`src/rtl/msi_pkg.sv`:
```
package msi_pkg;
   typedef enum logic [1:0] {
      LN_I = 2'd0,
      LN_S = 2'd1,
      LN_M = 2'd2
   } line_st_t;

   typedef enum logic [1:0] {
      BC_NONE = 2'd0,
      BC_RD   = 2'd1,
      BC_RDX  = 2'd2,
      BC_WB   = 2'd3
   } bus_cmd_t;
endpackage

```
`src/rtl/msi_line_store.sv`:
```
module msi_line_store
   import msi_pkg::*;
#(
   parameter int NLINES = 4,
   parameter int TW     = 6,
   parameter int DW     = 16
) (
   input  logic                          clk,
   input  logic                          rst_n,
   input  logic                          p_data_we,
   input  logic [$clog2(NLINES)-1:0]     p_idx,
   input  logic [TW-1:0]                 p_tag,
   input  logic [DW-1:0]                 p_data,
   input  logic                          p_st_we,
   input  line_st_t                      p_st,
   input  logic [NLINES-1:0]             s_st_we,
   input  line_st_t [NLINES-1:0]         s_st,
   output logic [NLINES-1:0][TW-1:0]     tag_o,
   output logic [NLINES-1:0][DW-1:0]     data_o,
   output line_st_t [NLINES-1:0]         st_o
);
   localparam int IW = $clog2(NLINES);

   for (genvar g = 0; g < NLINES; g++) begin : g_line
      line_st_t      st_q;
      logic [TW-1:0] tag_q;
      logic [DW-1:0] data_q;
      logic          sel;

      assign sel = (p_idx == IW'(g));

      // snoop updates first, processor updates win when both touch a line
      always_ff @(posedge clk) begin
         if (!rst_n) begin
            st_q   <= LN_I;
            tag_q  <= '0;
            data_q <= '0;
         end else begin
            if (s_st_we[g])      st_q <= s_st[g];
            if (p_st_we && sel)  st_q <= p_st;
            if (p_data_we && sel) begin
               tag_q  <= p_tag;
               data_q <= p_data;
            end
         end
      end

      assign st_o[g]   = st_q;
      assign tag_o[g]  = tag_q;
      assign data_o[g] = data_q;
   end
endmodule

```
`src/rtl/msi_snoop.sv`:
```
module msi_snoop
   import msi_pkg::*;
#(
   parameter int NLINES = 4,
   parameter int AW     = 8,
   parameter int DW     = 16
) (
   input  logic                                       clk,
   input  logic                                       rst_n,
   input  logic                                       snp_valid,
   input  logic [1:0]                                 snp_cmd,
   input  logic [AW-1:0]                              snp_addr,
   input  logic [NLINES-1:0][AW-$clog2(NLINES)-1:0]   tag_i,
   input  logic [NLINES-1:0][DW-1:0]                  data_i,
   input  line_st_t [NLINES-1:0]                      st_i,
   input  logic                                       bus_gnt,
   output logic                                       snp_supply,
   output logic [NLINES-1:0]                          pend_o,
   output logic                                       wb_req,
   output logic [AW-1:0]                              wb_addr,
   output logic [DW-1:0]                              wb_data,
   output logic [NLINES-1:0]                          s_st_we,
   output line_st_t [NLINES-1:0]                      s_st
);
   localparam int IW = $clog2(NLINES);
   localparam int TW = AW - IW;

   logic [IW-1:0]     s_idx;
   logic [TW-1:0]     s_tag;
   logic              s_match, s_fetch, s_take_m, s_kill_s;
   logic [NLINES-1:0] pend_q, to_inv_q;
   logic [IW-1:0]     wb_idx;
   logic              wb_fire;

   assign s_idx    = snp_addr[IW-1:0];
   assign s_tag    = snp_addr[AW-1:IW];
   assign s_match  = snp_valid && (st_i[s_idx] != LN_I) && (tag_i[s_idx] == s_tag);
   assign s_fetch  = (snp_cmd == BC_RD) || (snp_cmd == BC_RDX);
   assign s_take_m = s_match && s_fetch && (st_i[s_idx] == LN_M);
   assign s_kill_s = s_match && (snp_cmd == BC_RDX) && (st_i[s_idx] == LN_S);
   assign snp_supply = s_take_m;

   // lowest queued index owns the bus first
   always_comb begin
      wb_idx = '0;
      for (int i = NLINES - 1; i >= 0; i--)
         if (pend_q[i]) wb_idx = IW'(i);
   end

   assign wb_req  = |pend_q;
   assign wb_fire = wb_req && bus_gnt;
   assign wb_addr = {tag_i[wb_idx], wb_idx};
   assign wb_data = data_i[wb_idx];
   assign pend_o  = pend_q;

   always_comb begin
      for (int i = 0; i < NLINES; i++) begin
         s_st_we[i] = 1'b0;
         s_st[i]    = LN_I;
         if (wb_fire && (wb_idx == IW'(i))) begin
            s_st_we[i] = 1'b1;
            s_st[i]    = to_inv_q[i] ? LN_I : LN_S;
         end
         if (s_kill_s && (s_idx == IW'(i))) begin
            s_st_we[i] = 1'b1;
            s_st[i]    = LN_I;
         end
      end
   end

   always_ff @(posedge clk) begin
      if (!rst_n) begin
         pend_q   <= '0;
         to_inv_q <= '0;
      end else begin
         for (int i = 0; i < NLINES; i++) begin
            if (wb_fire && (wb_idx == IW'(i))) pend_q[i] <= 1'b0;
            if (s_take_m && (s_idx == IW'(i))) begin
               pend_q[i]   <= 1'b1;
               to_inv_q[i] <= (pend_q[i] && to_inv_q[i]) || (snp_cmd == BC_RDX);
            end
         end
      end
   end
endmodule

```
`src/rtl/msi_proc_fsm.sv`:
```
module msi_proc_fsm
   import msi_pkg::*;
#(
   parameter int NLINES = 4,
   parameter int AW     = 8,
   parameter int DW     = 16
) (
   input  logic                                       clk,
   input  logic                                       rst_n,
   input  logic                                       cpu_req,
   input  logic                                       cpu_we,
   input  logic [AW-1:0]                              cpu_addr,
   input  logic [DW-1:0]                              cpu_wdata,
   output logic                                       cpu_ready,
   output logic [DW-1:0]                              cpu_rdata,
   input  logic [NLINES-1:0][AW-$clog2(NLINES)-1:0]   tag_i,
   input  logic [NLINES-1:0][DW-1:0]                  data_i,
   input  line_st_t [NLINES-1:0]                      st_i,
   input  logic [NLINES-1:0]                          pend_i,
   input  logic                                       own_gnt,
   input  logic                                       bus_rvalid,
   input  logic [DW-1:0]                              bus_rdata,
   output logic                                       p_req,
   output logic [1:0]                                 p_cmd,
   output logic [AW-1:0]                              p_addr,
   output logic [DW-1:0]                              p_bus_data,
   output logic                                       p_data_we,
   output logic [$clog2(NLINES)-1:0]                  p_idx,
   output logic [AW-$clog2(NLINES)-1:0]               p_tag,
   output logic [DW-1:0]                              p_wdata,
   output logic                                       p_st_we,
   output line_st_t                                   p_st,
   output logic                                       idle_o
);
   localparam int IW = $clog2(NLINES);
   localparam int TW = AW - IW;

   typedef enum logic [2:0] {PS_IDLE, PS_EVICT, PS_FETCH, PS_WAIT, PS_RESP} ps_t;

   ps_t           ps_q, ps_d;
   logic          r_we;
   logic [AW-1:0] r_addr;
   logic [DW-1:0] r_wdata;
   logic          rdy_d, rdy_q;
   logic [DW-1:0] rdat_d, rdat_q;
   logic [IW-1:0] c_idx, r_idx;
   logic [TW-1:0] c_tag, r_tag;
   logic          c_hit, accept;

   assign c_idx  = cpu_addr[IW-1:0];
   assign c_tag  = cpu_addr[AW-1:IW];
   assign r_idx  = r_addr[IW-1:0];
   assign r_tag  = r_addr[AW-1:IW];
   assign c_hit  = (st_i[c_idx] != LN_I) && (tag_i[c_idx] == c_tag);
   assign accept = (ps_q == PS_IDLE) && cpu_req && !pend_i[c_idx];
   assign idle_o = (ps_q == PS_IDLE);

   always_comb begin
      ps_d       = ps_q;
      rdy_d      = 1'b0;
      rdat_d     = rdat_q;
      p_req      = 1'b0;
      p_cmd      = BC_NONE;
      p_addr     = r_addr;
      p_bus_data = data_i[r_idx];
      p_data_we  = 1'b0;
      p_idx      = r_idx;
      p_tag      = r_tag;
      p_wdata    = r_wdata;
      p_st_we    = 1'b0;
      p_st       = LN_I;
      unique case (ps_q)
         PS_IDLE: if (accept) begin
            if (c_hit && (!cpu_we || st_i[c_idx] == LN_M)) begin
               p_idx     = c_idx;
               p_tag     = c_tag;
               p_wdata   = cpu_wdata;
               p_data_we = cpu_we;
               rdat_d    = data_i[c_idx];
               rdy_d     = 1'b1;
               ps_d      = PS_RESP;
            end else if (!c_hit && st_i[c_idx] == LN_M) begin
               ps_d = PS_EVICT;
            end else begin
               ps_d = PS_FETCH;
            end
         end
         PS_EVICT: begin
            if (st_i[r_idx] != LN_M) begin
               ps_d = PS_FETCH;
            end else if (!pend_i[r_idx]) begin
               p_req  = 1'b1;
               p_cmd  = BC_WB;
               p_addr = {tag_i[r_idx], r_idx};
               if (own_gnt) begin
                  p_st_we = 1'b1;
                  p_st    = LN_I;
                  ps_d    = PS_FETCH;
               end
            end
         end
         PS_FETCH: begin
            p_req = 1'b1;
            p_cmd = r_we ? BC_RDX : BC_RD;
            if (own_gnt) ps_d = PS_WAIT;
         end
         PS_WAIT: if (bus_rvalid) begin
            p_data_we = 1'b1;
            p_wdata   = r_we ? r_wdata : bus_rdata;
            p_st_we   = 1'b1;
            p_st      = r_we ? LN_M : LN_S;
            rdat_d    = bus_rdata;
            rdy_d     = 1'b1;
            ps_d      = PS_RESP;
         end
         default: ps_d = PS_IDLE;
      endcase
   end

   always_ff @(posedge clk) begin
      if (!rst_n) begin
         ps_q    <= PS_IDLE;
         r_we    <= 1'b0;
         r_addr  <= '0;
         r_wdata <= '0;
         rdy_q   <= 1'b0;
         rdat_q  <= '0;
      end else begin
         ps_q   <= ps_d;
         rdy_q  <= rdy_d;
         rdat_q <= rdat_d;
         if (accept) begin
            r_we    <= cpu_we;
            r_addr  <= cpu_addr;
            r_wdata <= cpu_wdata;
         end
      end
   end

   assign cpu_ready = rdy_q;
   assign cpu_rdata = rdat_q;
endmodule

```
`src/rtl/msi_snoop_cache.sv`:
```
module msi_snoop_cache
   import msi_pkg::*;
#(
   parameter int NLINES = 4,
   parameter int AW     = 8,
   parameter int DW     = 16
) (
   input  logic          clk,
   input  logic          rst_n,
   input  logic          cpu_req,
   input  logic          cpu_we,
   input  logic [AW-1:0] cpu_addr,
   input  logic [DW-1:0] cpu_wdata,
   output logic          cpu_ready,
   output logic [DW-1:0] cpu_rdata,
   output logic          bus_valid,
   output logic [1:0]    bus_cmd,
   output logic [AW-1:0] bus_addr,
   output logic [DW-1:0] bus_wdata,
   input  logic          bus_gnt,
   input  logic          bus_rvalid,
   input  logic [DW-1:0] bus_rdata,
   input  logic          snp_valid,
   input  logic [1:0]    snp_cmd,
   input  logic [AW-1:0] snp_addr,
   output logic          snp_supply
);
   localparam int IW = $clog2(NLINES);
   localparam int TW = AW - IW;

   if (NLINES < 2 || (NLINES & (NLINES - 1)) != 0) begin : g_bad_lines
      $error("NLINES must be a power of two of at least 2");
   end
   if (AW <= IW) begin : g_bad_aw
      $error("AW must exceed the index width");
   end
   if (DW < 1) begin : g_bad_dw
      $error("DW must be positive");
   end

   logic [NLINES-1:0][TW-1:0] tag_vec;
   logic [NLINES-1:0][DW-1:0] data_vec;
   line_st_t [NLINES-1:0]     st_vec;
   logic [NLINES-1:0]         pend, s_st_we;
   line_st_t [NLINES-1:0]     s_st;
   logic                      wb_req;
   logic [AW-1:0]             wb_addr, p_addr;
   logic [DW-1:0]             wb_data, p_bus_data, p_wdata;
   logic                      p_req, p_data_we, p_st_we, proc_idle, own_gnt;
   logic [1:0]                p_cmd;
   logic [IW-1:0]             p_idx;
   logic [TW-1:0]             p_tag;
   line_st_t                  p_st;

   // a queued snoop write-back owns the bus before the processor path
   assign own_gnt   = bus_gnt && !wb_req;
   assign bus_valid = wb_req || p_req;
   assign bus_cmd   = wb_req ? BC_WB : p_cmd;
   assign bus_addr  = wb_req ? wb_addr : p_addr;
   assign bus_wdata = wb_req ? wb_data : p_bus_data;

   msi_line_store #(.NLINES(NLINES), .TW(TW), .DW(DW)) u_store (
      .clk(clk), .rst_n(rst_n),
      .p_data_we(p_data_we), .p_idx(p_idx), .p_tag(p_tag), .p_data(p_wdata),
      .p_st_we(p_st_we), .p_st(p_st),
      .s_st_we(s_st_we), .s_st(s_st),
      .tag_o(tag_vec), .data_o(data_vec), .st_o(st_vec)
   );

   msi_snoop #(.NLINES(NLINES), .AW(AW), .DW(DW)) u_snoop (
      .clk(clk), .rst_n(rst_n),
      .snp_valid(snp_valid), .snp_cmd(snp_cmd), .snp_addr(snp_addr),
      .tag_i(tag_vec), .data_i(data_vec), .st_i(st_vec), .bus_gnt(bus_gnt),
      .snp_supply(snp_supply), .pend_o(pend),
      .wb_req(wb_req), .wb_addr(wb_addr), .wb_data(wb_data),
      .s_st_we(s_st_we), .s_st(s_st)
   );

   msi_proc_fsm #(.NLINES(NLINES), .AW(AW), .DW(DW)) u_proc (
      .clk(clk), .rst_n(rst_n),
      .cpu_req(cpu_req), .cpu_we(cpu_we), .cpu_addr(cpu_addr), .cpu_wdata(cpu_wdata),
      .cpu_ready(cpu_ready), .cpu_rdata(cpu_rdata),
      .tag_i(tag_vec), .data_i(data_vec), .st_i(st_vec), .pend_i(pend),
      .own_gnt(own_gnt), .bus_rvalid(bus_rvalid), .bus_rdata(bus_rdata),
      .p_req(p_req), .p_cmd(p_cmd), .p_addr(p_addr), .p_bus_data(p_bus_data),
      .p_data_we(p_data_we), .p_idx(p_idx), .p_tag(p_tag), .p_wdata(p_wdata),
      .p_st_we(p_st_we), .p_st(p_st), .idle_o(proc_idle)
   );
endmodule

```
`config.mk`:
```
export PLATFORM = sky130hd
export DESIGN_NAME = msi_snoop_cache
export DESIGN_NICKNAME = d
export VERILOG_FILES = /design/src/rtl/msi_pkg.sv /design/src/rtl/msi_line_store.sv /design/src/rtl/msi_snoop.sv /design/src/rtl/msi_proc_fsm.sv /design/src/rtl/msi_snoop_cache.sv
export SDC_FILE = /design/constraint.sdc
export NUM_CORES = 1
export LEC_CHECK = 0
export CAP_MARGIN = 20
export CORE_ASPECT_RATIO = 0.75
export CORE_MARGIN = 2
export CORE_UTILIZATION = 25
export DETAILED_ROUTE_END_ITERATION = 8
export GPL_ROUTABILITY_DRIVEN = 0
export GPL_TIMING_DRIVEN = 0
export PLACE_DENSITY_LB_ADDON = 0.3
export SLEW_MARGIN = 20
export SYNTH_ARGS = -nofsm -noshare
export SYNTH_HDL_FRONTEND = slang
export SYNTH_SLANG_ARGS = --single-unit
```
`constraint.sdc`:
```
create_clock -name clk -period 4 [get_ports clk]
set_clock_uncertainty 0.15 [all_clocks]
set_input_delay 1 -clock clk [delete_from_list [all_inputs] [get_ports clk]]
set_output_delay 1 -clock clk [all_outputs]
set_load 0.02 [all_outputs]
```
After elaboration in Yosys (flattened, before gate mapping)
Index checks and enable logic that the tools add are counted.
- bits in registers: 149
- output and inout bits: 45
- word-level logic and storage cells: 236
- order comparisons: 4
- eq/ne operators: 26
- muxes and demuxes: 114
- reduce and logical (&&, ||, !) cells: 66
- operators with widths (cell ; count):
    $mux W16 ; 11
    $bmux W16 S2 ; 3
    $mux W2 ; 33
    $pmux W16 S2 ; 2
    $bmux W6 S2 ; 4
    $mux W6 ; 7
    $logic_and A1 B1 Y1 ; 37
    $mux W1 ; 32
    $mux W8 ; 4
    $reduce_bool A2 Y1 ; 11
    $mux W3 ; 7
    $eq A2 B2 Y1 const B ; 9
    $bmux W2 S2 ; 3
    $eq A6 B6 Y1 ; 2
    $lt A2 B3 Y1 const B ; 4
    $pmux W3 S4 ; 1
    $eq A2 B1 Y1 const B ; 5
    $pmux W1 S2 ; 4
    $logic_or A1 B1 Y1 ; 7
    $eq A3 B2 Y1 const B ; 2
    $logic_not A2 Y1 ; 3
    $ne A2 B2 Y1 const B ; 3
    $ne A3 B2 Y1 const B ; 2
    $reduce_and A5 Y1 ; 1
    other kinds (8) ; 13

Depth between registers and ports, before layout
Gate-level depths: netlist of run 1.
- depth after elaboration: 11
- gate-level depth with buffers: 12

Hierarchy
From an unflattened synthesis of run 1, not the netlist that was laid out.
- cell total of the unflattened synthesis: 935
- area, all modules: 9228.9 um^2
- by module, submodules not included (module ; times used ; cells each ; area an instance (um^2) ; sequential area each (um^2)):
    msi_proc_fsm ; 1 ; 351 ; 3804.9 ; 900.9
    msi_line_store ; 1 ; 351 ; 3619.7 ; 1921.8
    msi_snoop ; 1 ; 202 ; 1406.3 ; 160.2
    msi_snoop_cache ; 1 ; 31 ; 397.9 ; 0.0

Worst setup path after synthesis of run 1
No wires, ideal clock.
- path kind: input-to-output
- start point: in snp_addr[0]
- end point: out snp_supply
- data arrival time: 2.766 ns
- setup slack: 0.084 ns
- stages: 8
- cells stage by stage: clkbuf_1 buf_2 mux4_2 xnor2_1 nand2_1 nor4_1 nand2_1 inv_1
- word-level cells in the longest chain between the ends: 7
- elaborated cells on any way between the ends: 11
- classes of those cells: 2 x eq/ne; 4 x mux; 5 x reduce/logical
- RTL lines (element ; line ; source):
    start, declared ; msi_snoop_cache.sv:25 ; input logic [AW-1:0] snp_addr,
    branches (longest 6 deep; another with $bmux W6 S2) ; n/a ;
    $logic_and A1 B1 Y1 (*) ; msi_snoop.sv:39 ; assign s_take_m = s_match && s_fetch && (st_i[s_idx] == LN_M);
    end, declared ; msi_snoop_cache.sv:26 ; output logic snp_supply
Mark *: on every way between the ends. The select of a mux whose other input is x is not followed.

Worst setup path in the final report of run 1
- start point: in cpu_addr[1]
- end point: reg u_store.g_line[0].st_q[1]
- word-level cells in the longest chain between the ends: 11
- elaborated cells on any way between the ends: 21
- classes of those cells: 2 x eq/ne; 10 x mux; 9 x reduce/logical
- RTL lines (element ; line ; source):
    start, declared ; msi_snoop_cache.sv:12 ; input logic [AW-1:0] cpu_addr,
    $bmux W6 S2 / $bmux W2 S2 (equally long branches) ; msi_proc_fsm.sv:54, msi_proc_fsm.sv:74 ;
    $mux W6 (implied by the code) / $mux W2 (equally long branches) ; msi_proc_fsm.sv:54, msi_proc_fsm.sv:74 ;
    $eq A6 B6 Y1 (tied with other cells) ; msi_proc_fsm.sv:54 ; assign c_hit = (st_i[c_idx] != LN_I) && (tag_i[c_idx] == c_tag);
    $logic_and A1 B1 Y1 / $logic_or A1 B1 Y1 (equally long branches) ; msi_proc_fsm.sv:54, msi_proc_fsm.sv:74 ;
    $logic_and A1 B1 Y1 ; msi_proc_fsm.sv:74 ; if (c_hit && (!cpu_we || st_i[c_idx] == LN_M)) begin
    $mux W2 ; msi_proc_fsm.sv:74 ;
    $mux W2 (*) ; msi_proc_fsm.sv:73 ; PS_IDLE: if (accept) begin
    $mux W2 (*) ; msi_proc_fsm.sv:72 ; unique case (ps_q)
    $logic_not A2 Y1 (*) ; msi_line_store.sv:30 ; assign sel = (p_idx == IW'(g));
    $logic_and A1 B1 Y1 (*) ; msi_line_store.sv:40 ; if (p_st_we && sel) st_q <= p_st;
    $mux W2 / $reduce_bool A2 Y1 (equally long branches) ; n/a ;
    end signal, assigned ; msi_line_store.sv:39 ; if (s_st_we[g]) st_q <= s_st[g];
    end signal, assigned ; msi_line_store.sv:40 ;
    end, declared ; msi_line_store.sv:25 ; line_st_t st_q;
Mark *: on every way between the ends. The rest lies on a longest branch, timed or not. The select of a mux whose other input is x is not followed.
A chain may end at the register's enable or synchronous reset.

==> results of run 1 <==
[routing by layer]
| layer | track usage, % | part of all wire [%] |
|---|---|---|
| met5 | 0 | 0 |
| met4 | 6.66 | 2.2 |
| met3 | 4.02 | 9.1 |
| met2 | 28.8 | 43 |
| met1 | 27.7 | 45 |
[state kept, by name, indices dropped and copies added (netlist names), 3 cells and up]
signal,cells
u_snoop.pend_o,4
u_snoop.to_inv_q,4
u_proc.r_addr,8
u_proc.cpu_rdata,16
u_store.g_line.tag_q,24
u_proc.ps_q,3
u_proc.r_wdata,16
u_store.g_line.data_q,64
u_store.g_line.st_q,8
[worst register-to-register path: cells and delay by family (launching register included)]
family | cells | cell delay, ns
multiplexers | 2 | 0.89
AND/OR/NAND/NOR | 2 | 0.54
AO/OA/AOI/OAI | 2 | 0.49
buffers and inverters | 2 | 0.40
flip-flops | 1 | 0.35
XOR/XNOR | 1 | 0.17
[power breakdown]
group          total, mW  switching [mW]  internal (mW)
clock               1.70           0.710          0.987
sequential          1.63          0.0669           1.56
combinational       1.03           0.638          0.392
[cells in the mapped netlist, types with 14 or more instances]
master / n
sky130_fd_sc_hd__buf_2: 20
sky130_fd_sc_hd__dfxtp_1: 149
sky130_fd_sc_hd__nand2_1: 109
sky130_fd_sc_hd__o21ai_0: 83
sky130_fd_sc_hd__nor2_1: 69
sky130_fd_sc_hd__clkbuf_1: 53
sky130_fd_sc_hd__mux2i_1: 30
sky130_fd_sc_hd__nand3_1: 34
sky130_fd_sc_hd__o21ai_1: 14
sky130_fd_sc_hd__a211oi_1: 16
sky130_fd_sc_hd__mux4_2: 54
sky130_fd_sc_hd__a22o_1: 16
sky130_fd_sc_hd__a21oi_1: 95
[path summary, 6_finish.rpt]
check	endpoint	cells past startpoint
max	u_store.g_line[0].st_q[1]	11
min	u_proc.r_wdata[2]	2
max reg2reg	u_store.g_line[0].st_q[1]	9
min reg2reg	u_proc.r_wdata[2]	2
[repair_timing]
| action | 4_1_cts | 5_1_grt |
|---|---|---|
| buffers inserted | 4 | 1 |
| pin swaps | 1 | 2 |
| gates cloned | 0 | 0 |
| setup endpoints to repair | 69 | 43 |
| resized for setup | 87 | 24 |
[cell families after synthesis]
| family | share of synthesized area (%) |
|---|---|
| xor gates and xnor gates | 1.44 |
| and+or+nand+nor | 13.9 |
| muxes | 18.8 |
| AOI/OAI and AO/OA | 24.8 |
| adders and majority gates | 0.147 |
| buffers and inverters | 5.73 |
| DFF | 35.1 |
[layout make-up]
type / count / area [um2] / share of cell area, %
multi-input cells: 688 / 5150 / 47.3
flip-flops and latches: 149 / 2990 / 27.4
repair buffers: 104 / 1000 / 9.21
well taps: 450 / 563 / 5.17
plain buffers: 88 / 559 / 5.13
clock buffers: 18 / 429 / 3.94
clock inverters: 14 / 174 / 1.60
inverters: 8 / 30.0 / 0.276
==> metrics list, run 1 <==
- Rows: 58
- Summed instance area of the synthesized netlist: roughly 8500 um2
- Antenna-violating nets left: 0
* Die width: 217 um
- In the final timing run, aggregate negative setup slack is 0 ns.
- Number of DRC violations after detailed-routing iteration 0: between 1000 and 1500
- Post-synth ARST share: 0%
- Measured along the y axis, the die boundary spans roughly 160 um.
- After synthesis, the netlist uses just over 60 different library cells.
- Antenna fix cells: 0
* Final critical-path setup slack: around 0.077 ns
- PnR Total Power: roughly 4.4 mW
- Count of hold-fix buffers inserted at cts: 0
* Fraction of layout cells with a size suffix above 1: 19.6%
* Global Route Usage Sum: 19.4%
- Max Clk Rate: 0.255 GHz
- Global-route wire length before repair: between 50 and 60 mm
- In the routed design, unresolved DRC markers number 0.
* Via count of the first global-routing pass: 8186
- Dividing the final minimum period by the clock period gives between 90 and 100%.
- STA puts the critical path data required time at between 4 and 5 ns.
- Prior to clock tree synthesis, the placed netlist has a worst setup slack of -1.12 ns.
- Summing all non-filler instances in the final layout gives an area of 10900 um2.
- Number of max-cap violations: 0
- The number of antenna violations at the first check in global routing was 2.
- Final setup violation count: 0
* Cell types with the largest area share after synthesis: sky130_fd_sc_hd__dfxtp_1, sky130_fd_sc_hd__mux4_2, sky130_fd_sc_hd__a21oi_1, sky130_fd_sc_hd__o21ai_0, sky130_fd_sc_hd__nand2_1
- CP dominant cell by count: sky130_fd_sc_hd__buf_6
- Entering global routing, the biggest net connects 17 pins.
* Leading cell type in the layout, fill and taps excluded: sky130_fd_sc_hd__dfxtp_1
- The count of buffers added on input and output ports is 98.
* Crit end category: register
- The most used flip-flop cell after synthesis is sky130_fd_sc_hd__dfxtp_1.
* Vias: about 8300
- In the final design database the tool counted between 1000 and 1500 nets.
* Leakage component of the power: approximately 4 nW
- Fraction of the yosys area taken by sequential cells: around a third
* Number of buffer and inverter stages on the critical path: 4
* Synth Instances: around 940
- WL per Instance: between 20 and 25 um
- Drt total wl: between 30 and 40 mm
- The final-report hold violation count was 0.
- Syn_nets: ~1000
- Headroom to the max-slew limit came out at between 40% and 50%.
* Fill cell count: 3453
- For the worst-skew pair, the clock arrives at the later sink with an insertion delay of 0.44 ns.
- For the worst setup path, the data arrival time is a little over 4 ns.
* Half-perimeter wire length after detailed placement: around 25 mm
- Type of the setup path with the least slack: in -> reg
- Counting along the longest clock path gives a buffer depth of 2.
- Clock input transition at the sequential cells of the worst setup and hold paths: 0.06 ns
* Critical path, cell by cell: clkdlybuf4s50_1, buf_4, mux4_2, xor2_1, nor4_2, o2111a_2, buf_6, buf_6, mux2i_1, nor2_1, o22ai_1
- Counting every sink on the clock net gives approximately 150.
* Worst setup SP type: input pin
- Maximum fanout along the worst path: 10
- The worst hold path belongs to the class reg -> reg.
- Cell accounting for the most synthesized area: sky130_fd_sc_hd__dfxtp_1
- PD cells: 400 nW/um2
* Min-Delay Startpoint: u_proc.r_wdata[2]
- Run status: complete, no violations
- Pre-antenna DRT Iters: 6
* Commonest cells after routing, fill and taps aside: sky130_fd_sc_hd__dfxtp_1, sky130_fd_sc_hd__nand2_1, sky130_fd_sc_hd__a21oi_1
* Fraction of post-synthesis cell area in the top cell type by area: 35.1%
* Post-synthesis average cell area: around 9 um2
- In this design, the largest share of critical-path delay is due to buffers and inverters.
* Worst vdd rail ir drop: between 0.2 and 0.3 mV
- TritonCTS Buffers: 17
* Launching instance or port of the critical path: cpu_addr[1]
* Actual slew at the worst max-slew pin: roughly 0.77 ns
- On the worst path, the slowest cell contributes a delay of 0.52 ns.
- Subtracting the final worst setup slack from the clock period gives around 4 ns.
- WHS: approximately 0.32 ns
* Level count of the clock H-tree: 4
* GR Overflow Total: 0
* Syn-to-layout area delta: 28.3%
- TritonCTS clock tree: yes
* Via count normalized by instance count: approximately 5.5
- The number of placed instances, taps included, is about 1500.
* Post-layout instance count excluding filler cells: 1519
* Final cell utilization of the core: between 30% and 40%
* Number of warnings reported in the yosys synthesis log: 0
- 102 I/O pins were placed.
* Standard cell core area: roughly 33000 um2
- Number of pins exceeding their max-slew limit in the final report: 0
- The die covers between 30000 and 40000 um2.
- Post-detailed-placement cell area: 10000 um2
- Initial Utilization: between 20% and 30%
- Synthesized flop and latch total: ~150
* Number of flops mapped to enable cells by yosys: 0
- The worst register-to-register path begins at u_store.g_line[3].tag_q[3].
- The tree is rooted in a sky130_fd_sc_hd__clkbuf_16.
- Worst R2R Setup Slack: between 0.9 and 1 ns
- The slowest stage of the critical path is the sky130_fd_sc_hd__clkdlybuf4s50_1 cell.
Power figures use the tool's default switching activity.
==> inputs of run 2 (changes only) <==
CORE_UTILIZATION = 55   (was 25)
==> metrics list, run 2 (same netlist as run 1, synthesis figures left out) <==
- Leaving out fill and tap cells, the most frequent cells in the layout are sky130_fd_sc_hd__dfxtp_1, sky130_fd_sc_hd__nand2_1, sky130_fd_sc_hd__a21oi_1.
- Clock sink count: approximately 150
- Post-route cell area: between 10000 and 15000 um2
- Syn-to-layout area delta: 23.9%
* Level count of the clock H-tree: 4
- Ranked by flip-flop count, first place goes to u_store.g_line.data_q.
* Max Root-Sink Buffers: 2
- For this design the static power due to leakage is between 3 and 4 nW.
* Standard cell core area: between 15000 and 20000 um2
- Measured along the x axis, the die boundary spans ~150 um.
- The smallest clock period supported by the final layout is computed as a little under 4 ns.
* Antenna-violating nets left: 0
* CP required: 2.85 ns
- Ports: just over 100
* WL per Instance: between 20 and 25 um
- In this run, post-CTS hold repair placed 0 buffers.
* Antenna fix cells: 0
- The number of antenna violations at the first check in global routing was 0.
- Summing all placed instances gives a cell area of between 9000 and 10000 um2.
* Worst slack at placement: -1.10 ns
* Worst vdd rail ir drop: between 0.2 and 0.25 mV
- Along the worst path, the maximum fanout reaches 10.
* Clock input transition at the sequential cells of the worst setup and hold paths: 0.06 ns
- Global-route wire length before repair: about 46 mm
- The number of pins exceeding their max-slew limit in the final report was 0.
- Leaving out fill and tap cells, the most frequent cell in the layout is sky130_fd_sc_hd__dfxtp_1.
- Relative slew slack: between 40 and 50%
- For this block, the initial DRC count from the detailed router was roughly 1500.
- The worst hold path belongs to the class reg -> reg.
- Die Outline Area: between 15000 and 20000 um2
* Crit path DAT: roughly 2.8 ns
- Run status: complete, no violations
- Max Clk Rate: between 0.2 and 0.3 GHz
* TritonCTS Buffers: 17
* Post-detailed-route DRC marker count: 0
- Across the run, the number of max-cap violations was 0.
* Final setup violation count: 0
* Via count normalized by instance count: 6.86
- The initial utilization of the core area, before any placement, comes to 55.9%.
- Worst setup SP type: register
* Maximum number of pins on one net before global-route repair: 17
- Fin crit share: a little over nine tenths
- Port Buffers: between 90 and 100
- The first detailed-routing pass ran for 7 iterations.
* TritonCTS clock tree: yes
- Type of the setup path with the least slack: reg -> out
* PD cells: between 300 and 400 nW/um2
- Total area of sequential cells: 2980 um2
- Worst skew pair latency: about 0.44 ns
* Combined area of the multi-input logic cells: a little over 5000 um2
* Vias: 8741
- GR Overflow Total: 0
- Rows: 39
- In the final layout, the share of cells above drive strength 1 is approximately a fifth.
* Buffer type at the clock tree root: sky130_fd_sc_hd__clkbuf_16
- The layout has about 1100 filler cells.
- The final-report hold violation count was 0.
* Setup repair after global routing missed its margin: false
- Crit end category: output pin
- Half-perimeter wire length after detailed placement: 20.9 mm
- In the final layout, the registers with the most flip-flops are u_store.g_line.data_q (64), u_store.g_line.tag_q (24).
* Actual slew at the worst max-slew pin: approximately 0.77 ns
* Final critical-path setup slack: roughly 0.05 ns
- Via count of the first global-routing pass: between 8000 and 9000
- The register with the most flip-flops in the layout has between 60 and 70 of them.
- Drt total wl: 29.5 mm
* Height of the die: 112 um
- After the last flow step, the layout net total stands at approximately 1100.
* Global Route Usage Sum: 36.3%
run 2: routing by layer:
metal | global-route usage, % | up-vias | share of wire, %
met1 | 50.7 | 4149 | 40
met2 | 50.4 | 727 | 41
met3 | 14.2 | 121 | 15
met4 | 13.8 | 2 | 3.3
met5 | 2.94 | - | 0.22
li1 | - | 3742 | -
run 2: final timing paths:
kind                              startpoint                          end  slack (ns)  cells past startpoint
setup / recovery           u_snoop.pend_o[0]                 bus_wdata[7]        0.05                      5
hold / removal             u_proc.r_wdata[1]            u_proc.r_wdata[1]        0.31                      2
setup reg to reg  u_store.g_line[3].tag_q[3]  u_store.g_line[2].data_q[4]        0.89                      8
hold reg to reg            u_proc.r_wdata[1]            u_proc.r_wdata[1]        0.31                      2
run 2: critical path: stages, from the launching register on:
cell                              delay (ns)
sky130_fd_sc_hd__dfxtp_2                0.36
sky130_fd_sc_hd__clkbuf_4               0.22
sky130_fd_sc_hd__or4_4                  0.61
sky130_fd_sc_hd__clkbuf_4               0.26
sky130_fd_sc_hd__a31oi_1                0.25
sky130_fd_sc_hd__clkdlybuf4s50_1        0.66
run 2: what timing repair did:
action                     CTS  global route
resized for setup           67            26
pin swaps                    0             3
setup endpoints to repair   28            84
buffers inserted             2             4
run 2: metrics by stage:
stage	hold WS [ns]	utilization, %	TNS (ns)	std cells	power, mW
3_3_place_gp	0.293	64.1	-35.22	1239	2.60
6_report	0.309	69.3	0	1275	4.19
3_5_place_dp	0.299	64.1	-35.78	1239	2.62
4_1_cts	0.307	68.8	0	1271	4.14
5_1_grt	0.321	69.3	0	1275	4.32
2_1_floorplan	0.282	-	0	936	2.26
run 2: cell type report:
| cell class | count | area share [%] |
|---|---|---|
| clock buffer | 19 | 4.12 |
| clock inverter | 13 | 1.19 |
| sequential | 149 | 28.4 |
| buffer | 89 | 5.22 |
| inverter | 8 | 0.285 |
| multi-input combinational | 688 | 48.6 |
| tap | 205 | 2.44 |
| timing repair buffer | 104 | 9.79 |
run 2: where the power goes:
| group | switching (mW) | internal, mW | total, mW | leakage [nW] |
|---|---|---|---|---|
| Sequential | 0.0666 | 1.56 | 1.63 | 1.20 |
| Clock | 0.689 | 0.863 | 1.55 | 0.257 |
| Combinational | 0.618 | 0.393 | 1.01 | 2.52 |
| Total | 1.37 | 2.82 | 4.19 | 3.98 |
